## src/rtl/shfifo_pkg.sv

```systemverilog
package shfifo_pkg;
  typedef enum logic [2:0] {
    OCC_0 = 3'b000,
    OCC_1 = 3'b001,
    OCC_2 = 3'b010,
    OCC_3 = 3'b011,
    OCC_4 = 3'b100
  } occ_e;
endpackage

```

## src/rtl/shfifo_ctrl.sv

```systemverilog
module shfifo_ctrl
  import shfifo_pkg::*;
(
  input  logic       clk_i,
  input  logic       rst_ni,
  input  logic       wr_i,
  input  logic       del_i,
  output logic       wr_en_o,
  output logic [1:0] sel_o,
  output logic       err_o
);
  occ_e state_q, state_d;
  logic full, empty;

  always_comb begin
    full    = (state_q == OCC_4);
    empty   = (state_q == OCC_0);
    err_o   = (wr_i && del_i) || (wr_i && full) || (del_i && empty);
    wr_en_o = wr_i && !del_i && !full;
    sel_o   = empty ? 2'd0 : 2'(state_q - 3'd1);
    state_d = state_q;
    case (state_q)
      OCC_0: if (wr_en_o) state_d = OCC_1;
      OCC_1: if (wr_en_o) state_d = OCC_2; else if (del_i && !err_o) state_d = OCC_0;
      OCC_2: if (wr_en_o) state_d = OCC_3; else if (del_i && !err_o) state_d = OCC_1;
      OCC_3: if (wr_en_o) state_d = OCC_4; else if (del_i && !err_o) state_d = OCC_2;
      OCC_4: if (del_i && !err_o) state_d = OCC_3;
      default: state_d = OCC_0;
    endcase
  end

  always_ff @(posedge clk_i or negedge rst_ni) begin
    if (!rst_ni) state_q <= OCC_0;
    else         state_q <= state_d;
  end

  AST_ERR_FREEZES: assert property (@(posedge clk_i) disable iff (!rst_ni)
    err_o |=> $stable(state_q));
  AST_WR_GROWS: assert property (@(posedge clk_i) disable iff (!rst_ni)
    wr_en_o |=> (state_q == occ_e'(3'($past(state_q) + 3'd1))));
  AST_DEL_SHRINKS: assert property (@(posedge clk_i) disable iff (!rst_ni)
    (del_i && !wr_i && state_q != OCC_0) |=> (state_q == occ_e'(3'($past(state_q) - 3'd1))));
  AST_NO_OVERFLOW: assert property (@(posedge clk_i) disable iff (!rst_ni)
    (wr_i && state_q == OCC_4) |-> (err_o && !wr_en_o));
  AST_NO_UNDERFLOW: assert property (@(posedge clk_i) disable iff (!rst_ni)
    (del_i && state_q == OCC_0) |=> (state_q == OCC_0));
  AST_OCC_LEGAL: assert property (@(posedge clk_i) disable iff (!rst_ni)
    state_q <= OCC_4);
endmodule

```

## src/rtl/shfifo_regs.sv

```systemverilog
module shfifo_regs #(
  parameter int DATA_W = 8,
  parameter int DEPTH  = 4
) (
  input  logic                         clk_i,
  input  logic                         rst_ni,
  input  logic                         shift_i,
  input  logic [DATA_W-1:0]            data_i,
  output logic [DEPTH-1:0][DATA_W-1:0] regs_o
);
  logic [DEPTH-1:0][DATA_W-1:0] regs_q;

  for (genvar i = 0; i < DEPTH; i++) begin : g_stage
    logic [DATA_W-1:0] nxt;
    if (i == 0) begin : g_tail
      assign nxt = data_i;
    end else begin : g_body
      assign nxt = regs_q[i-1];
    end
    always_ff @(posedge clk_i or negedge rst_ni) begin
      if (!rst_ni)      regs_q[i] <= '0;
      else if (shift_i) regs_q[i] <= nxt;
    end
  end

  assign regs_o = regs_q;

  AST_TAIL_LOAD: assert property (@(posedge clk_i) disable iff (!rst_ni)
    shift_i |=> (regs_q[0] == $past(data_i)));
  AST_HOLD_IDLE: assert property (@(posedge clk_i) disable iff (!rst_ni)
    !shift_i |=> $stable(regs_q));
endmodule

```

## src/rtl/shfifo_mux.sv

```systemverilog
module shfifo_mux #(
  parameter int DATA_W = 8,
  parameter int DEPTH  = 4,
  localparam int SEL_W = $clog2(DEPTH)
) (
  input  logic [DEPTH-1:0][DATA_W-1:0] regs_i,
  input  logic [SEL_W-1:0]             sel_i,
  output logic [DATA_W-1:0]            data_o
);
  always_comb begin
    data_o = regs_i[0];
    for (int i = 0; i < DEPTH; i++)
      if (sel_i == SEL_W'(i)) data_o = regs_i[i];
  end
endmodule

```

## src/rtl/shfifo_top.sv

```systemverilog
module shfifo_top #(
  parameter int DATA_W = 8
) (
  input  logic              clk_i,
  input  logic              rst_ni,
  input  logic              wr_i,
  input  logic              del_i,
  input  logic [DATA_W-1:0] data_i,
  output logic [DATA_W-1:0] data_o,
  output logic              err_o
);
  localparam int DEPTH = 4;
  localparam int SEL_W = $clog2(DEPTH);

  logic                         wr_en;
  logic [SEL_W-1:0]             sel;
  logic [DEPTH-1:0][DATA_W-1:0] regs;

  shfifo_ctrl u_ctrl (
    .clk_i, .rst_ni, .wr_i, .del_i,
    .wr_en_o(wr_en), .sel_o(sel), .err_o
  );

  shfifo_regs #(.DATA_W(DATA_W), .DEPTH(DEPTH)) u_regs (
    .clk_i, .rst_ni, .shift_i(wr_en), .data_i, .regs_o(regs)
  );

  shfifo_mux #(.DATA_W(DATA_W), .DEPTH(DEPTH)) u_mux (
    .regs_i(regs), .sel_i(sel), .data_o
  );

  AST_ERR_BLOCKS_WRITE: assert property (@(posedge clk_i) disable iff (!rst_ni)
    err_o |-> !wr_en);
  AST_ERR_KEEPS_HEAD: assert property (@(posedge clk_i) disable iff (!rst_ni)
    err_o |=> $stable(data_o));
endmodule

```

## config.mk

```make
export PLATFORM = sky130hd
export DESIGN_NAME = shfifo_top
export DESIGN_NICKNAME = d
export VERILOG_FILES = /design/src/rtl/shfifo_pkg.sv /design/src/rtl/shfifo_ctrl.sv /design/src/rtl/shfifo_regs.sv /design/src/rtl/shfifo_mux.sv /design/src/rtl/shfifo_top.sv
export SDC_FILE = /design/constraint.sdc
export NUM_CORES = 1
export LEC_CHECK = 0
export ABC_AREA = 0
export BUFFER_PORTS_ARGS = -buffer_cell sky130_fd_sc_hd__buf_4
export CORE_UTILIZATION = 55
export DETAILED_ROUTE_END_ITERATION = 12
export PLACE_DENSITY = 0.76
export SLEW_MARGIN = 20
export SYNTH_ARGS = -nofsm -noshare
export SYNTH_HDL_FRONTEND = slang
export SYNTH_SLANG_ARGS = --single-unit
```

## constraint.sdc

```tcl
create_clock -name clk_i -period 2.2 [get_ports clk_i]
set_input_delay 0.55 -clock clk_i [delete_from_list [all_inputs] [get_ports clk_i]]
set_output_delay 0.55 -clock clk_i [all_outputs]
set_load 0.01 [all_outputs]
```

Word-level counts from Yosys, hierarchy flattened
Index checks and enable logic that the tools add are counted.
{ "classes": {"mux": 13, "n_eq_ne": 12, "reduce_logical": 13, "n_addsub": 1} }
{ "op_table": {"columns": ["cell", "count"], "rows": [
  ["$mux W3", 8],
  ["$mux W8", 3],
  ["$pmux W3 S5", 1],
  ["$ne A3 B1 Y1 const B", 3],
  ["$eq A3 B2 Y1 const B", 2],
  ["$logic_and A1 B1 Y1", 6],
  ["$reduce_and A5 Y1", 1],
  ["$eq A2 B2 Y1 const B", 2],
  ["$eq A3 B1 Y1 const B", 1],
  ["$eq A3 B3 Y1 const B", 1],
  ["$logic_not A1 Y1", 3],
  ["$logic_not A3 Y1", 1],
  ["$eq A2 B1 Y1 const B", 1],
  ["$logic_or A1 B1 Y1", 2],
  ["$mux W2", 1],
  ["$ne A2 B1 Y1 const B", 1],
  ["$ne A2 B2 Y1 const B", 1],
  ["$sub A2 B1 Y2 const B", 1]
]} }
{ "totals": {"inputBits": 12, "register_bits": 35, "output_inout_bits": 9} }

Depth between registers and ports, before layout
Gate-level depths: netlist (run 1).
{ "logic_depth": {"ltp_word": 9, "mapped_depth": 5, "depth_no_buf": 3} }

Modules after synthesis
Synthesis (run 1) repeated with hierarchy kept, for this count alone.
{ "hier_totals": {"hier_cells": 113, "hier_area_um2": 1845.5} }
{ "modules_own_cells": {"columns": ["mod", "n_inst", "cells_per_inst", "area_per_inst_um2"], "rows": [
  ["shfifo_regs", 1, 68, 1345.0],
  ["shfifo_ctrl", 1, 35, 304.0],
  ["shfifo_mux", 1, 10, 196.4]
]} }

Worst setup path after synthesis (run 1)
OpenSTA, ideal clock, no wires.
{ "synth_timing": {"kind": "reg2out", "startpoint": "register u_ctrl.state_q[1]", "endpoint": "output port data_o[0]", "path_stages_with_launch": 6, "path_slack_ns": 0.349, "required_ns": 1.650, "arrival_time_ns": 1.301, "path_cell_list": "dfrtp_1 -> nand2b_1 -> buf_2 -> or2_1 -> buf_2 -> o22a_1"} }
{ "synth_between": {"elab_chain_cells": 6, "word_cells_on_any_way": 9} }
{ "synth_lines": {"columns": ["item", "line", "source"], "rows": [
  ["start, declared", "shfifo_ctrl.sv:12", "occ_e state_q, state_d;"],
  ["start signal, assigned", "shfifo_ctrl.sv:34", "else state_q <= state_d;"],
  ["$sub A2 B1 Y2 or $logic_not A3 Y1 (tied branches)", "shfifo_ctrl.sv:20, shfifo_ctrl.sv:17", null],
  ["$mux W2 *", "shfifo_ctrl.sv:20", "sel_o = empty ? 2'd0 : 2'(state_q - 3'd1);"],
  ["$eq A2 B1 Y1", "shfifo_mux.sv:13", "if (sel_i == SEL_W'(i)) data_o = regs_i[i];"],
  ["$mux W8 (2 in series)", "shfifo_mux.sv:13", null],
  ["$mux W8 *", "shfifo_mux.sv:13", null],
  ["end, declared", "shfifo_top.sv:9", "output logic [DATA_W-1:0] data_o,"]
]} }
Every way passes the cells marked *; elsewhere a longest branch is shown, timed or not.

Final worst setup path (run 1)
{ "layout_timing": {"startpoint": "register u_ctrl.state_q[0]", "endpoint": "output port err_o"} }
{ "layout_between": {"elab_chain_cells": 4, "word_cells_on_any_way": 6} }
{ "layout_lines": {"columns": ["item", "line", "source"], "rows": [
  ["$eq A3 B3 Y1", "shfifo_ctrl.sv:16", "full = (state_q == OCC_4);"],
  ["$logic_and A1 B1 Y1", "shfifo_ctrl.sv:18", "err_o = (wr_i && del_i) || (wr_i && full) || (del_i && empty);"],
  ["$logic_or A1 B1 Y1", "shfifo_ctrl.sv:18", null],
  ["$logic_or A1 B1 Y1 *", "shfifo_ctrl.sv:18", null],
  ["end, declared", "shfifo_top.sv:10", "output logic err_o"]
]} }
Marked as above.

==> results of run 1 <==
[sequential cells by signal (all words and copies together), names as in the netlist]
signal,cells
u_regs.regs_o,8
u_ctrl.state_q,3
u_regs.g_stage.nxt,24
[kinds of logic after synthesis]
family,count (synthesis)
multiplexers,33
flip-flops,35
buffers and inverters,11
XOR/XNOR,1
AND/OR/NAND/NOR,23
AO/OA/AOI/OAI,32
[per-stage QoR]
stage,utilization [%],total power [uW]
4_1_cts,68.58,2652
3_3_place_gp,65.08,2099
5_1_grt,69.35,2830
3_5_place_dp,65.08,2145
2_1_floorplan,-,1783
6_report,69.35,2675
[power breakdown]
| part | switching, uW | internal, uW | total (uW) |
|---|---|---|---|
| clock network | 217 | 269 | 486 |
| registers | 216 | 883 | 1100 |
| logic | 412 | 679 | 1090 |
| total | 845 | 1830 | 2680 |
[final cells by class]
class / instances / area (um2)
Clock inverter: 2 / 35.03
Sequential cell: 35 / 879.6
Clock buffer: 6 / 51.30
Fill cell: 224 / 943.4
Inverter: 2 / 8.758
Multi-Input combinational cell: 90 / 890.9
Timing Repair Buffer: 28 / 214.0
Tap cell: 44 / 55.05
[path summary, 6_finish.rpt]
path,cells past startpoint,endpoint,start,slack [ns]
hold reg to reg,1,u_regs.regs_o[27]$_DFFE_PN0P_,u_regs.regs_o[27]$_DFFE_PN0P_,0.53
hold / removal,1,u_regs.g_stage[1].nxt[6]$_DFFE_PN0P_,rst_ni,0.14
max in group asynchronous,1,u_ctrl.state_q[2]$_DFFE_PN0P_,rst_ni,1.71
min in group clk_i,2,u_regs.g_stage[1].nxt[1]$_DFFE_PN0P_,data_i[1],0.43
setup / recovery,3,err_o,u_ctrl.state_q[0]$_DFFE_PN0P_,0.05
setup reg to reg,6,u_regs.g_stage[2].nxt[6]$_DFFE_PN0P_,u_ctrl.state_q[0]$_DFFE_PN0P_,0.45
[what timing repair did]
| action | in CTS | in global routing |
|---|---|---|
| gates cloned | 0 | 1 |
| pin swaps | 1 | 1 |
| gates resized for setup | 4 | 6 |
| setup endpoints to repair | 9 | 8 |
| endpoints found under the hold margin | 0 | 0 |
| buffers inserted | 2 | 0 |
[cell usage in the layout (no fill, tap or decap), drive strengths merged]
cell,count
dfrtp,35
mux2,32
buf,28
a22o,8
nand2,8
a21oi,8
o22a,8
clkbuf,6
nor2b,3
a22oi,3
or2,3
nor2,3
clkinv,2
o21ai,2
nand2b,2
and2,1
inv,1
nor3b,1
o41ai,1
nor4b,1
a31oi,1
nor4bb,1
nand3,1
mux2i,1
xnor2,1
o2bb2ai,1
bufinv,1
[synthesized netlist by cell type, types with 3 or more instances]
library cell               instances  share of area (%)
sky130_fd_sc_hd__a21oi_1           8                2.2
sky130_fd_sc_hd__a22o_1            8                3.9
sky130_fd_sc_hd__a22oi_1           3                1.2
sky130_fd_sc_hd__buf_2             3               0.83
sky130_fd_sc_hd__buf_6             3                1.9
sky130_fd_sc_hd__clkbuf_1          3               0.62
sky130_fd_sc_hd__dfrtp_1          35                 48
sky130_fd_sc_hd__mux2_4           30                 25
sky130_fd_sc_hd__nand2_1           8                1.7
sky130_fd_sc_hd__nor2b_1           3                1.0
sky130_fd_sc_hd__o22a_1            8                3.9
[worst max-delay path, cell delays in order (launching register included)]
cell and delay [ns]:
sky130_fd_sc_hd__dfrtp_2 0.48, sky130_fd_sc_hd__buf_4 0.20, sky130_fd_sc_hd__o41ai_1 0.39, sky130_fd_sc_hd__buf_4 0.19
[layer usage]
| layer | routed length (um) | global-route usage [%] |
|---|---|---|
| met5 | 0 | 0 |
| met4 | 44 | 8.503 |
| met3 | 138 | 6.332 |
| met2 | 1766 | 35.31 |
| met1 | 1558 | 30.00 |
==> flow_metrics.env, run 1 <==
export IMPL_routed_via_density=5.734
export IMPL_cts_tree="built"
export IMPL_cp_max_fanout=10
export IMPL_fin_hold_ws_ns=0.1434
export IMPL_drt_iter0_drc=61
export IMPL_fin_tns_setup_ns=0
export IMPL_synth_enable_flop_cells=0
export IMPL_antenna_violating_nets_post_route=0
export IMPL_run_status="complete, no violations"
export IMPL_timing_clock_skew_ns=0.01108
export IMPL_period_share_pct=97.88
export IMPL_synth_ff_latch_count=35
export IMPL_number_of_distinct_library_cells_after_synthesis=30
export IMPL_cp_data_required_time_ns=1.65
export IMPL_grt_use_total_pct=22.64
export IMPL_synthSimpleGateAreaFrac_pct=7.543
export IMPL_area_of_the_core_um2=3078
export IMPL_finalInstanceArea_um2=2135
export IMPL_root_buf_cell="sky130_fd_sc_hd__clkbuf_4"
export IMPL_grt_first_pass_wirelength_um=5775
export IMPL_die_x_um=59.34
export IMPL_drt_total_wl_um=3508
export IMPL_transition_at_the_pin_with_the_smallest_max_transition_slack_ns=0.4451
export IMPL_start_util_pct=58.74
export IMPL_muxShareOfSynthArea_pct=26.71
export IMPL_adder_cell_area_share_of_the_yosys_netlist_pct=0
export IMPL_syn_nets=147
export IMPL_synth_async_reset_ratio_pct=100.0
export IMPL_max_cap_violation_count=0
export IMPL_synthFlopType="sky130_fd_sc_hd__dfrtp_1"
export IMPL_fin_ws_ns=0.04653
export IMPL_drc=0
export IMPL_cp_end_kind="output pin"
export IMPL_dieArea_um2=3521
export IMPL_placedInstanceArea_um2=2003
export IMPL_share_of_post_route_cells_with_drive_strength_above_1_pct=48.47
export IMPL_hold_viol=0
export IMPL_max_freq_ghz=0.4644
export IMPL_synth_warning_count=0
export IMPL_synth_top_family_by_area="multiplexers"
export IMPL_synth_yosys_seq_area_share_pct=48.44
export IMPL_die_height_um=59.34
export IMPL_io_buffer_count=20
export IMPL_preCtsSetupSlack_ns=0.2688
export IMPL_power_density_nw_per_um2=1253
export IMPL_area_delta_synth_final_pct=18.06
export IMPL_boundaryPins=21
export IMPL_worst_setup_path_type="flip-flop to output pin"
export IMPL_cts_clk_slew_worst_paths_ns=0.11
export IMPL_setup_viol=0
export IMPL_netlist_area_pre_place_um2=1808
export IMPL_timing_critical_path_from_type="flip-flop"
export IMPL_finish_cell_count_without_fillers=207
export IMPL_synth_compound_area_share_pct=13.08
export IMPL_cts_inserted_buffers=5
export IMPL_max_clock_path_buffers=2
export IMPL_clock_sink_count=35
export IMPL_grt_overflow_total=0
export IMPL_routability_cong=0.7721
export IMPL_max_slew_margin_pct=70.32
export IMPL_finalWorstPathRequiredPeriod_ns=2.153
export IMPL_detailroute_via_count=1187
export IMPL_grt_max_degree=36
export IMPL_num_antenna_cells=0
export IMPL_static_leakage_power_uw=0.0009765
export IMPL_rows=20
export IMPL_initial_antenna_violation_count=0
export IMPL_detail_route_wl_per_cell_um=16.95
export IMPL_synth_xor_area_share_pct=0.4844
export IMPL_detailedPlacementHpwl_um=2265
export IMPL_ir_worst_vdd_mv=0.6637
export IMPL_min_path_type="input port to asynchronous set/reset pin"
export IMPL_first_global_vias=1233
export IMPL_post_cts_hold_buffer_count=0
export IMPL_slew_viol_final=0
export IMPL_timing_critical_path_arrival_ns=1.60
export IMPL_fin_nets=174
export IMPL_netlist_instances=135
export IMPL_dp_cells=196
export IMPL_ctsHtreeMaxLevel=2
export IMPL_worst_skew_pair_late_latency_ns=0.34
export IMPL_drt_pass1_iterations=4
export IMPL_synth_avg_cell_area_um2=13.39
Power figures use the tool's default switching activity.
==> inputs of run 2 (changes only) <==
HOLD_SLACK_MARGIN = 0.15   (was not set)
==> run 2 against run 1 <==
  * Via count grew 0.51%
  * Sequential share of layout area shrank 0.19 points
  * First-iteration DRC count shrank 4.9%
  * Sequential power is essentially flat
==> flow_metrics.env, run 2 (synthesis results as in run 1) <==
export IMPL_timing_critical_path_from_type="flip-flop"
export IMPL_die_height_um=59.34
export IMPL_area_of_the_core_um2=3078
export IMPL_max_cap_violation_count=0
export IMPL_drt_iter0_drc=58
export IMPL_clock_sink_count=35
export IMPL_placedInstanceArea_um2=2003
export IMPL_top_layer_used="met4"
export IMPL_worst_setup_path_type="flip-flop to output pin"
export IMPL_ctsHtreeMaxLevel=2
export IMPL_worst_setup_path_startpoint="u_ctrl.state_q[1]$_DFFE_PN0P_"
export IMPL_static_leakage_power_uw=0.0009807
export IMPL_detailroute_via_count=1193
export IMPL_power_density_nw_per_um2=1248
export IMPL_finalWorstPathRequiredPeriod_ns=2.145
export IMPL_run_status="complete, no violations"
export IMPL_boundaryPins=21
export IMPL_detail_route_wl_per_cell_um=16.79
export IMPL_routed_via_density=5.736
export IMPL_routedLengthMet1_um=1522
export IMPL_area_delta_synth_final_pct=18.62
export IMPL_initial_antenna_violation_count=0
export IMPL_drt_pass1_iterations=4
export IMPL_ir_worst_vdd_mv=0.6623
export IMPL_first_global_vias=1233
export IMPL_most_common_layout_cells="sky130_fd_sc_hd__dfrtp_1 (32), sky130_fd_sc_hd__mux2_4 (30), sky130_fd_sc_hd__buf_4 (27)"
export IMPL_io_buffer_count=20
export IMPL_routed_wl_met2_um=1765
export IMPL_hold_viol=0
export IMPL_slew_viol_final=0
export IMPL_cts_clk_slew_worst_paths_ns=0.11
export IMPL_num_antenna_cells=0
export IMPL_routability_cong=0.7721
export IMPL_drc=0
export IMPL_ff2ff_path_depth=6
export IMPL_grt_first_pass_wirelength_um=5775
export IMPL_start_util_pct=58.74
export IMPL_whs_path_depth=2
export IMPL_timing_clock_skew_ns=0.01021
export IMPL_cp_data_required_time_ns=1.65
export IMPL_worstReg2RegEnd="u_regs.g_stage[2].nxt[0]$_DFFE_PN0P_"
export IMPL_met3RoutedLength_um=175
export IMPL_max_slew_margin_pct=70.67
export IMPL_cts_inserted_buffers=5
export IMPL_max_clock_path_buffers=2
export IMPL_die_x_um=59.34
export IMPL_root_buf_cell="sky130_fd_sc_hd__clkbuf_4"
export IMPL_worst_r2r_startpoint="u_ctrl.state_q[0]$_DFFE_PN0P_"
export IMPL_timing_critical_path_arrival_ns=1.59
export IMPL_grt_use_total_pct=22.64
export IMPL_antenna_violating_nets_post_route=0
export IMPL_grt_overflow_total=0
export IMPL_cp_max_fanout=6
export IMPL_share_of_post_route_cells_with_drive_strength_above_1_pct=48.17
export IMPL_setup_reg_to_reg_worst_slack_ns=0.45
export IMPL_finalInstanceArea_um2=2145
export IMPL_transition_at_the_pin_with_the_smallest_max_transition_slack_ns=0.4399
export IMPL_setup_viol=0
export IMPL_endpoint="data_o[4]"
export IMPL_min_path_type="input port to flip-flop"
export IMPL_rows=20
export IMPL_period_share_pct=97.49
export IMPL_grt_max_degree=36
export IMPL_largest_reg_flops=24
export IMPL_cts_tree="built"
export IMPL_fin_tns_setup_ns=0
export IMPL_dieArea_um2=3521
export IMPL_fin_total_pwr_uw=2675
export IMPL_fin_nets=175
export IMPL_most_frequent_standard_cell_in_the_layout_excluding_fill_and_tap_cells="sky130_fd_sc_hd__dfrtp_1"
export IMPL_detailedPlacementHpwl_um=2265
export IMPL_drt_total_wl_um=3493
export IMPL_cp_end_kind="output pin"
export IMPL_max_freq_ghz=0.4663
export IMPL_worst_skew_pair_late_latency_ns=0.34
## run 2: cell types whose count changed in the layout (fill, tap and decap cells not counted)
| cell | change |
|---|---|
| sky130_fd_sc_hd__dlygate4sd3_1 | +1 |
## run 2: layout make-up
class / instances / area, um2
fill: 221 / 933.4
timing repair buffer: 29 / 224.0
inverter: 2 / 8.758
tap: 44 / 55.05
multi-input combinational: 90 / 890.9
sequential: 35 / 879.6
clock inverter: 2 / 35.03
clock buffer: 6 / 51.30
## run 2: worst min-delay path by stage
| stage | startpoint | endpoint |
|---|---|---|
| 2_1_floorplan | rst_ni | u_ctrl.state_q[0]$_DFFE_PN0P_ |
| 3_3_place_gp | u_regs.regs_o[28]$_DFFE_PN0P_ | u_regs.regs_o[28]$_DFFE_PN0P_ |
| 3_5_place_dp | u_regs.regs_o[30]$_DFFE_PN0P_ | u_regs.regs_o[30]$_DFFE_PN0P_ |
| 4_1_cts | data_i[1] | u_regs.g_stage[1].nxt[1]$_DFFE_PN0P_ |
| 5_1_grt | data_i[5] | u_regs.g_stage[1].nxt[5]$_DFFE_PN0P_ |
| 6_report | data_i[1] | u_regs.g_stage[1].nxt[1]$_DFFE_PN0P_ |
## run 2: routing by layer
metal / global-route usage [%] / vias up
met5: 0 / -
met4: 8.503 / 0
met3: 6.332 / 4
met2: 35.31 / 36
met1: 30.00 / 603
li1: - / 550
## run 2: through the flow
stage               utilization [%]  std cells  worst slack [ns]  hold slack (ns)
detailed placement            65.08        196            0.2688           0.4939
floorplan                         -        135            0.3488           0.2544
global route                  69.67        208         -0.003640           0.4177
CTS                           68.90        207          0.003036           0.4234
finish                        69.67        208           0.05529           0.4347
global placement              65.08        196            0.2930           0.4979
## run 2: timing repair
| action | in CTS | in global routing |
|---|---|---|
| pin swaps | 1 | 1 |
| endpoints found under the hold margin | 2 | 0 |
| cloned | 0 | 1 |
| buffers inserted | 2 | 0 |
| hold buffers | 1 | 0 |
| endpoints found under the setup margin | 9 | 8 |
| resized for setup | 4 | 6 |
## run 2: where the power goes
| part | internal, uW | switching (uW) |
|---|---|---|
| clock network | 269 | 217 |
| logic | 680 | 411 |
| registers | 883 | 216 |
| total | 1830 | 844 |
## run 2: critical path, cell delays in order, from the launching register on
cell and delay, ns:
sky130_fd_sc_hd__dfrtp_2 0.46, sky130_fd_sc_hd__nand2b_4 0.16, sky130_fd_sc_hd__or2_4 0.28, sky130_fd_sc_hd__o22a_1 0.21, sky130_fd_sc_hd__buf_4 0.14
